$ cat src/rtl/subreg_pkg.sv
package subreg_pkg;
    localparam int XLEN = 64;
    localparam int IMMW = 32;

    typedef enum logic [2:0] {
        LANE_B0 = 3'b000,
        LANE_B1 = 3'b001,
        LANE_HW = 3'b010,
        LANE_WD = 3'b011,
        LANE_DW = 3'b100
    } lane_e;

    typedef enum logic [1:0] {
        IMM_S8  = 2'b00,
        IMM_S16 = 2'b01,
        IMM_S32 = 2'b10,
        IMM_RSV = 2'b11
    } immfmt_e;
endpackage

$ cat src/rtl/imm_widen.sv
module imm_widen
    import subreg_pkg::*;
(
    input  logic [IMMW-1:0] imm_val,
    input  logic [1:0]      imm_fmt,
    output logic [XLEN-1:0] imm_ext,
    output logic            imm_bad
);
    always_comb begin
        imm_ext = '0;
        imm_bad = 1'b0;
        unique case (immfmt_e'(imm_fmt))
            IMM_S8:  imm_ext = {{(XLEN-8){imm_val[7]}}, imm_val[7:0]};
            IMM_S16: imm_ext = {{(XLEN-16){imm_val[15]}}, imm_val[15:0]};
            IMM_S32: imm_ext = {{(XLEN-32){imm_val[31]}}, imm_val[31:0]};
            IMM_RSV: imm_bad = 1'b1;
            default: imm_bad = 1'b1;
        endcase
    end
endmodule

$ cat src/rtl/lane_merge.sv
module lane_merge
    import subreg_pkg::*;
(
    input  logic [XLEN-1:0] old_val,
    input  logic [XLEN-1:0] src_val,
    input  logic [2:0]      lane,
    output logic [XLEN-1:0] merged,
    output logic            lane_ok
);
    always_comb begin
        merged  = old_val;
        lane_ok = 1'b1;
        unique case (lane_e'(lane))
            LANE_B0: merged[7:0]  = src_val[7:0];
            LANE_B1: merged[15:8] = src_val[7:0];
            LANE_HW: merged[15:0] = src_val[15:0];
            LANE_WD: merged       = {{(XLEN-32){1'b0}}, src_val[31:0]};
            LANE_DW: merged       = src_val;
            default: lane_ok      = 1'b0;
        endcase
    end
endmodule

$ cat src/rtl/lane_extract.sv
module lane_extract
    import subreg_pkg::*;
(
    input  logic [XLEN-1:0] word,
    input  logic [2:0]      lane,
    output logic [XLEN-1:0] lane_data,
    output logic            lane_ok
);
    always_comb begin
        lane_data = '0;
        lane_ok   = 1'b1;
        unique case (lane_e'(lane))
            LANE_B0: lane_data[7:0]  = word[7:0];
            LANE_B1: lane_data[7:0]  = word[15:8];
            LANE_HW: lane_data[15:0] = word[15:0];
            LANE_WD: lane_data[31:0] = word[31:0];
            LANE_DW: lane_data       = word;
            default: lane_ok         = 1'b0;
        endcase
    end
endmodule

$ cat src/rtl/subreg_file.sv
module subreg_file
    import subreg_pkg::*;
#(
    parameter int NREG    = 16,
    parameter int HI_REGS = 4,
    parameter int IDXW    = $clog2(NREG)
) (
    input  logic            clk,
    input  logic            rst,
    input  logic            wr_en,
    input  logic [IDXW-1:0] wr_idx,
    input  logic [2:0]      wr_lane,
    input  logic [XLEN-1:0] wr_data,
    input  logic            wr_use_imm,
    input  logic [IMMW-1:0] imm_val,
    input  logic [1:0]      imm_fmt,
    output logic            wr_err,
    input  logic [IDXW-1:0] rda_idx,
    input  logic [2:0]      rda_lane,
    output logic [XLEN-1:0] rda_data,
    input  logic [IDXW-1:0] rdb_idx,
    input  logic [2:0]      rdb_lane,
    output logic [XLEN-1:0] rdb_data
);
    localparam int NRD = 2;

    logic [XLEN-1:0] regs [NREG];

    // write path
    logic [XLEN-1:0] imm_ext, src_val, merged;
    logic            imm_bad, lane_ok, hi_ok, imm_ok, accept;

    imm_widen u_widen (
        .imm_val (imm_val),
        .imm_fmt (imm_fmt),
        .imm_ext (imm_ext),
        .imm_bad (imm_bad)
    );

    assign src_val = wr_use_imm ? imm_ext : wr_data;

    lane_merge u_merge (
        .old_val (regs[wr_idx]),
        .src_val (src_val),
        .lane    (wr_lane),
        .merged  (merged),
        .lane_ok (lane_ok)
    );

    assign hi_ok  = (wr_lane != LANE_B1) || (int'(wr_idx) < HI_REGS);
    assign imm_ok = !wr_use_imm || !imm_bad;
    assign accept = wr_en && lane_ok && hi_ok && imm_ok;
    assign wr_err = wr_en && !(lane_ok && hi_ok && imm_ok);

    always_ff @(posedge clk) begin
        if (rst) begin
            for (int i = 0; i < NREG; i++) regs[i] <= '0;
        end else if (accept) begin
            regs[wr_idx] <= merged;
        end
    end

    // read ports
    logic [IDXW-1:0] rd_idx  [NRD];
    logic [2:0]      rd_lane [NRD];
    logic [XLEN-1:0] rd_out  [NRD];

    assign rd_idx[0]  = rda_idx;
    assign rd_idx[1]  = rdb_idx;
    assign rd_lane[0] = rda_lane;
    assign rd_lane[1] = rdb_lane;
    assign rda_data   = rd_out[0];
    assign rdb_data   = rd_out[1];

    for (genvar p = 0; p < NRD; p++) begin : g_rd
        logic [XLEN-1:0] lane_data;
        logic            ext_ok, port_hi_ok;

        lane_extract u_ext (
            .word      (regs[rd_idx[p]]),
            .lane      (rd_lane[p]),
            .lane_data (lane_data),
            .lane_ok   (ext_ok)
        );

        assign port_hi_ok = (rd_lane[p] != LANE_B1) || (int'(rd_idx[p]) < HI_REGS);
        assign rd_out[p]  = (ext_ok && port_hi_ok) ? lane_data : '0;
    end

    // checks: snapshot of the register before each write, compared one edge later
    logic            chk_v, chk_rej;
    logic [IDXW-1:0] chk_idx;
    logic [2:0]      chk_lane;
    logic [XLEN-1:0] chk_old, chk_src;

    always_ff @(posedge clk) begin
        if (rst) begin
            chk_v    <= 1'b0;
            chk_rej  <= 1'b0;
            chk_idx  <= '0;
            chk_lane <= '0;
            chk_old  <= '0;
            chk_src  <= '0;
        end else begin
            chk_v    <= accept;
            chk_rej  <= wr_en && !accept;
            chk_idx  <= wr_idx;
            chk_lane <= wr_lane;
            chk_old  <= regs[wr_idx];
            chk_src  <= src_val;
        end
    end

    assert_lowbyte_keep_R1: assert property (@(posedge clk) disable iff (rst)
        (chk_v && chk_lane == LANE_B0) |->
        (regs[chk_idx][XLEN-1:8] == chk_old[XLEN-1:8] && regs[chk_idx][7:0] == chk_src[7:0]));

    assert_hibyte_keep_R2: assert property (@(posedge clk) disable iff (rst)
        (chk_v && chk_lane == LANE_B1) |->
        (regs[chk_idx][XLEN-1:16] == chk_old[XLEN-1:16] && regs[chk_idx][7:0] == chk_old[7:0]
         && regs[chk_idx][15:8] == chk_src[7:0]));

    assert_half_keep_R3: assert property (@(posedge clk) disable iff (rst)
        (chk_v && chk_lane == LANE_HW) |-> regs[chk_idx][XLEN-1:16] == chk_old[XLEN-1:16]);

    assert_word_clear_R4: assert property (@(posedge clk) disable iff (rst)
        (chk_v && chk_lane == LANE_WD) |-> regs[chk_idx][XLEN-1:32] == '0);

    assert_reject_nowrite_R6: assert property (@(posedge clk) disable iff (rst)
        chk_rej |-> regs[chk_idx] == chk_old);

    assert_badlane_zero_R8: assert property (@(posedge clk) disable iff (rst)
        (rda_lane > 3'b100) |-> rda_data == '0);
endmodule

$ cat config.mk
export PLATFORM = sky130hd
export DESIGN_NAME = subreg_file
export DESIGN_NICKNAME = d
export VERILOG_FILES = /design/src/rtl/subreg_pkg.sv /design/src/rtl/imm_widen.sv /design/src/rtl/lane_merge.sv /design/src/rtl/lane_extract.sv /design/src/rtl/subreg_file.sv
export SDC_FILE = /design/constraint.sdc
export NUM_CORES = 2
export LEC_CHECK = 0
export BUFFER_PORTS_ARGS = -buffer_cell sky130_fd_sc_hd__clkbuf_2
export CAP_MARGIN = 20
export CORE_MARGIN = 4
export CORE_UTILIZATION = 50
export DETAILED_ROUTE_END_ITERATION = 10
export GPL_TIMING_DRIVEN = 0
export PLACE_DENSITY = 0.67
export SYNTH_ARGS = -nofsm -noshare
export SYNTH_HDL_FRONTEND = slang
export SYNTH_SLANG_ARGS = --single-unit
$ cat constraint.sdc
create_clock -name clk -period 4.3 [get_ports clk]
set_clock_uncertainty 0.05 [all_clocks]
set_input_delay 0.645 -clock clk [delete_from_list [all_inputs] [get_ports clk]]
set_output_delay 0.645 -clock clk [all_outputs]
set_load 0.02 [all_outputs]
==> summary.txt <==
Final layout
  – Area of the multi-input gates: 22100 um^2
  – Register area: 30700 um^2
  – Regs by FF count: regs (1024)
  – Max reg flops: 1024
  – Area Overhead vs Synth: 13.0%
  – Proportion of layout cells with a drive suffix above 1: 0.266
  – Final net count: 4450
  – FILL cells: 8764
  – Final core occ: 0.569
  – Largest Register: regs
  – Final non-filler cell total: 5828

Synthesis
  – Post-synth EDFFs: 1024
  – Synth Area in Adders: 0
  – Mapped Cells: 3944
  – Net Count, Synth: 4067
  – Asr flop ratio synth: 0
  – Synthesized cell area: 54800 um^2
  – Seq/Total Area, Yosys: 0.561
  – Synth cell types: 47
  – Simple-gate portion of the synthesized area: 0.119
  – Area contributors post-synth: edfxtp_1 56%, mux4_2 18%, mux2i_1 5.3%
  – Yosys reg bits: 1024
  – Mapped Avg Cell Area: 13.9 um^2
  – Largest family of logic cells by synthesized area: multiplexers
  – Syn. warnings: 0
  – Synthesized-area fraction occupied by ao, oa, aoi and oai cells: 0.0443
  – Share of the synthesized area in the top cell type: 0.561
  – Synth Flop Type: edfxtp_1
  – Synth cell count leaders: 1024 x edfxtp_1, 530 x nor2_1, 512 x nor3_1, 448 x mux4_2, 292 x mux2i_1
  – Dominant cell type by area after synthesis: edfxtp_1
  – Top-count cell post-synth: edfxtp_1
  – Post-synthesis mux area share: 0.238
  – Post-Synth XOR/XNOR Area: 0.000160

Place
  – Final HPWL DP: 151 mm
  – Placed insts: 5627
  – PortBufs: 241
  – Routability Congestion: 0.989

Pwr
  – Total leakage power: 20.6 nW
  – Peak VDD IR: 0.344 mV
  – Sequential share of power: 0.481
  – Sw Ratio: 0.274
  – P_sw: 6.69 mW
  – Combinational Power Share: 0.145
  – Clock power frac: 0.374
  – Power, Total: 24.5 mW
  – Power Density: 395 nW/um^2
  – Internal power: 17.8 mW

CTS
  – Hold_buf cts: 0
  – Clk root buf: clkbuf_16
  – Num CTS Buffers: 107
  – CTS Sinks: 1024
  – Setup repair bufs after CTS: 0
  – H-tree Lvls: 3
  – Longest Clk Path Bufs: 3
  – CTS tree: built
  – Worst-path clk slew: 0.06 ns

Routing
  – Post-Route WL: 218 mm
  – Number of DRC markers in iteration 0: 7244
  – Avg WL per Cell: 37.5 um
  – Vias per inst: 7.23
  – ANT nets after route: 0
  – DR pass1 iterations: 7
  – # DRC: 0
  – DR vias: 42100

Run status
  – Outcome: complete, but fails checks
  – Failing checks: negative setup slack

Timing
  – Final Cycle Share: 1.02
  – Setup violations, final: 11
  – Final hold violations: 0
  – Worst-margin pin slew: 1.34 ns
  – Setup WS post-layout: -0.0755 ns
  – Hold_ws: 0.304 ns
  – FMAX: 0.229 GHz
  – Final slew viol count: 0
  – Final min period: 4.38 ns
  – Slew headroom: 0.106
  – RSZ-0062 raised after global routing: yes

Floorplan
  – Core Region: 109000 um^2
  – Row cnt: 121
  – Die ar.: 115000 um^2
  – I/O Pins: 252
  – Chip width: 339 um
  – Initial Utilization: 0.503
  – Die height: 339 um

Global route
  – Initial antenna violation count: 5
  – Largest net degree at the start of global routing: 40
  – Vias in the first global route: 41400
  – Total track usage: 0.371
  – First-pass GRT wire length: 300 mm
  – Grt ovf: 0

Setup path
  – Crit path required time: 3.61 ns
  – Crit path from: rdb_idx[2]
  – CP Max Fanout: 10
  – CP startpoint kind: input port
  – Crit path DAT: 3.68 ns
  – Crit Path Class: input port to output pin
  – Critical path capture point type: output pin

Worst hold path
  – Hold Startpoint: imm_val[4]
  – Type of the most critical hold path: input port to register

Flow run
  – Max Cap Violations: 0
-- critical path: stages --
cell and delay [ns]:
buf_2 0.39, buf_2 0.43, clkdlybuf4s15_2 0.60, clkbuf_1 0.92, o211ai_1 0.42, clkbuf_2 0.26
-- metrics by stage --
stage	worst slack, ns	area (um^2)	TNS (ns)
global route	-0.00876	61900	-0.00876
detailed placement	-0.623	58400	-25.52
global placement	-1.75	57700	-1208.27
finish	-0.0755	61900	-0.429
floorplan	0.608	54800	0
CTS	0.0205	61800	0
-- power by group through the flow --
stage / Clock [mW] / Combinational, mW / Sequential (mW)
detailed placement: 0 / 3.41 / 12.0
floorplan: 0 / 2.06 / 11.9
finish: 9.15 / 3.54 / 11.8
global route: 9.48 / 3.60 / 11.8
global placement: 0 / 3.32 / 11.9
CTS: 9.06 / 3.42 / 11.7
-- logic make-up after synthesis --
kind of cell / Yosys count
compound gates: 328
xor+xnor: 1
buf+inv: 439
flops: 1024
mux: 743
simple gates: 1409
-- final timing paths --
path / to / slack [ns] / cells past startpoint
setup / recovery: rdb_data[37] / -0.08 / 6
hold / removal: regs[5][4] / 0.30 / 3
-- what timing repair did --
item                       4_1_cts  5_1_grt
setup endpoints to repair      102       52
pin swaps                        1        2
hold endpoints to repair         0        0
resized for setup               42       40
-- placed cells by master, fill, tap and decap left out, types with 36 or more instances in the layout --
master / instances
edfxtp_1: 1024
a32oi_1: 45
clkbuf_16: 108
a21oi_1: 39
nand4_1: 45
o211ai_1: 53
clkbuf_2: 265
nand2_1: 178
clkbuf_1: 179
nor2_1: 530
mux2i_1: 292
nor3_1: 512
nand2b_1: 36
mux4_2: 448
buf_2: 187
-- layout make-up --
cell class / instances / area share
antenna: 4 / 0.000162
buffer: 426 / 0.0342
clock buffer: 132 / 0.0451
clock inverter: 60 / 0.00829
inverter: 11 / 0.000667
multi-input combinational: 2481 / 0.357
sequential: 1024 / 0.497
tap: 1414 / 0.0286
timing repair buffer: 276 / 0.0288
-- per-layer routing --
layer  global-route usage  vias to the layer above  share of wire
met5              0.00583                        -        0.00050
met4                0.236                        6          0.083
met3                0.140                      970           0.15
met2                0.560                     4017           0.44
met1                0.450                    20800           0.33
li1                     -                    16400              -
No activity file was read; power rests on OpenSTA's default activity.
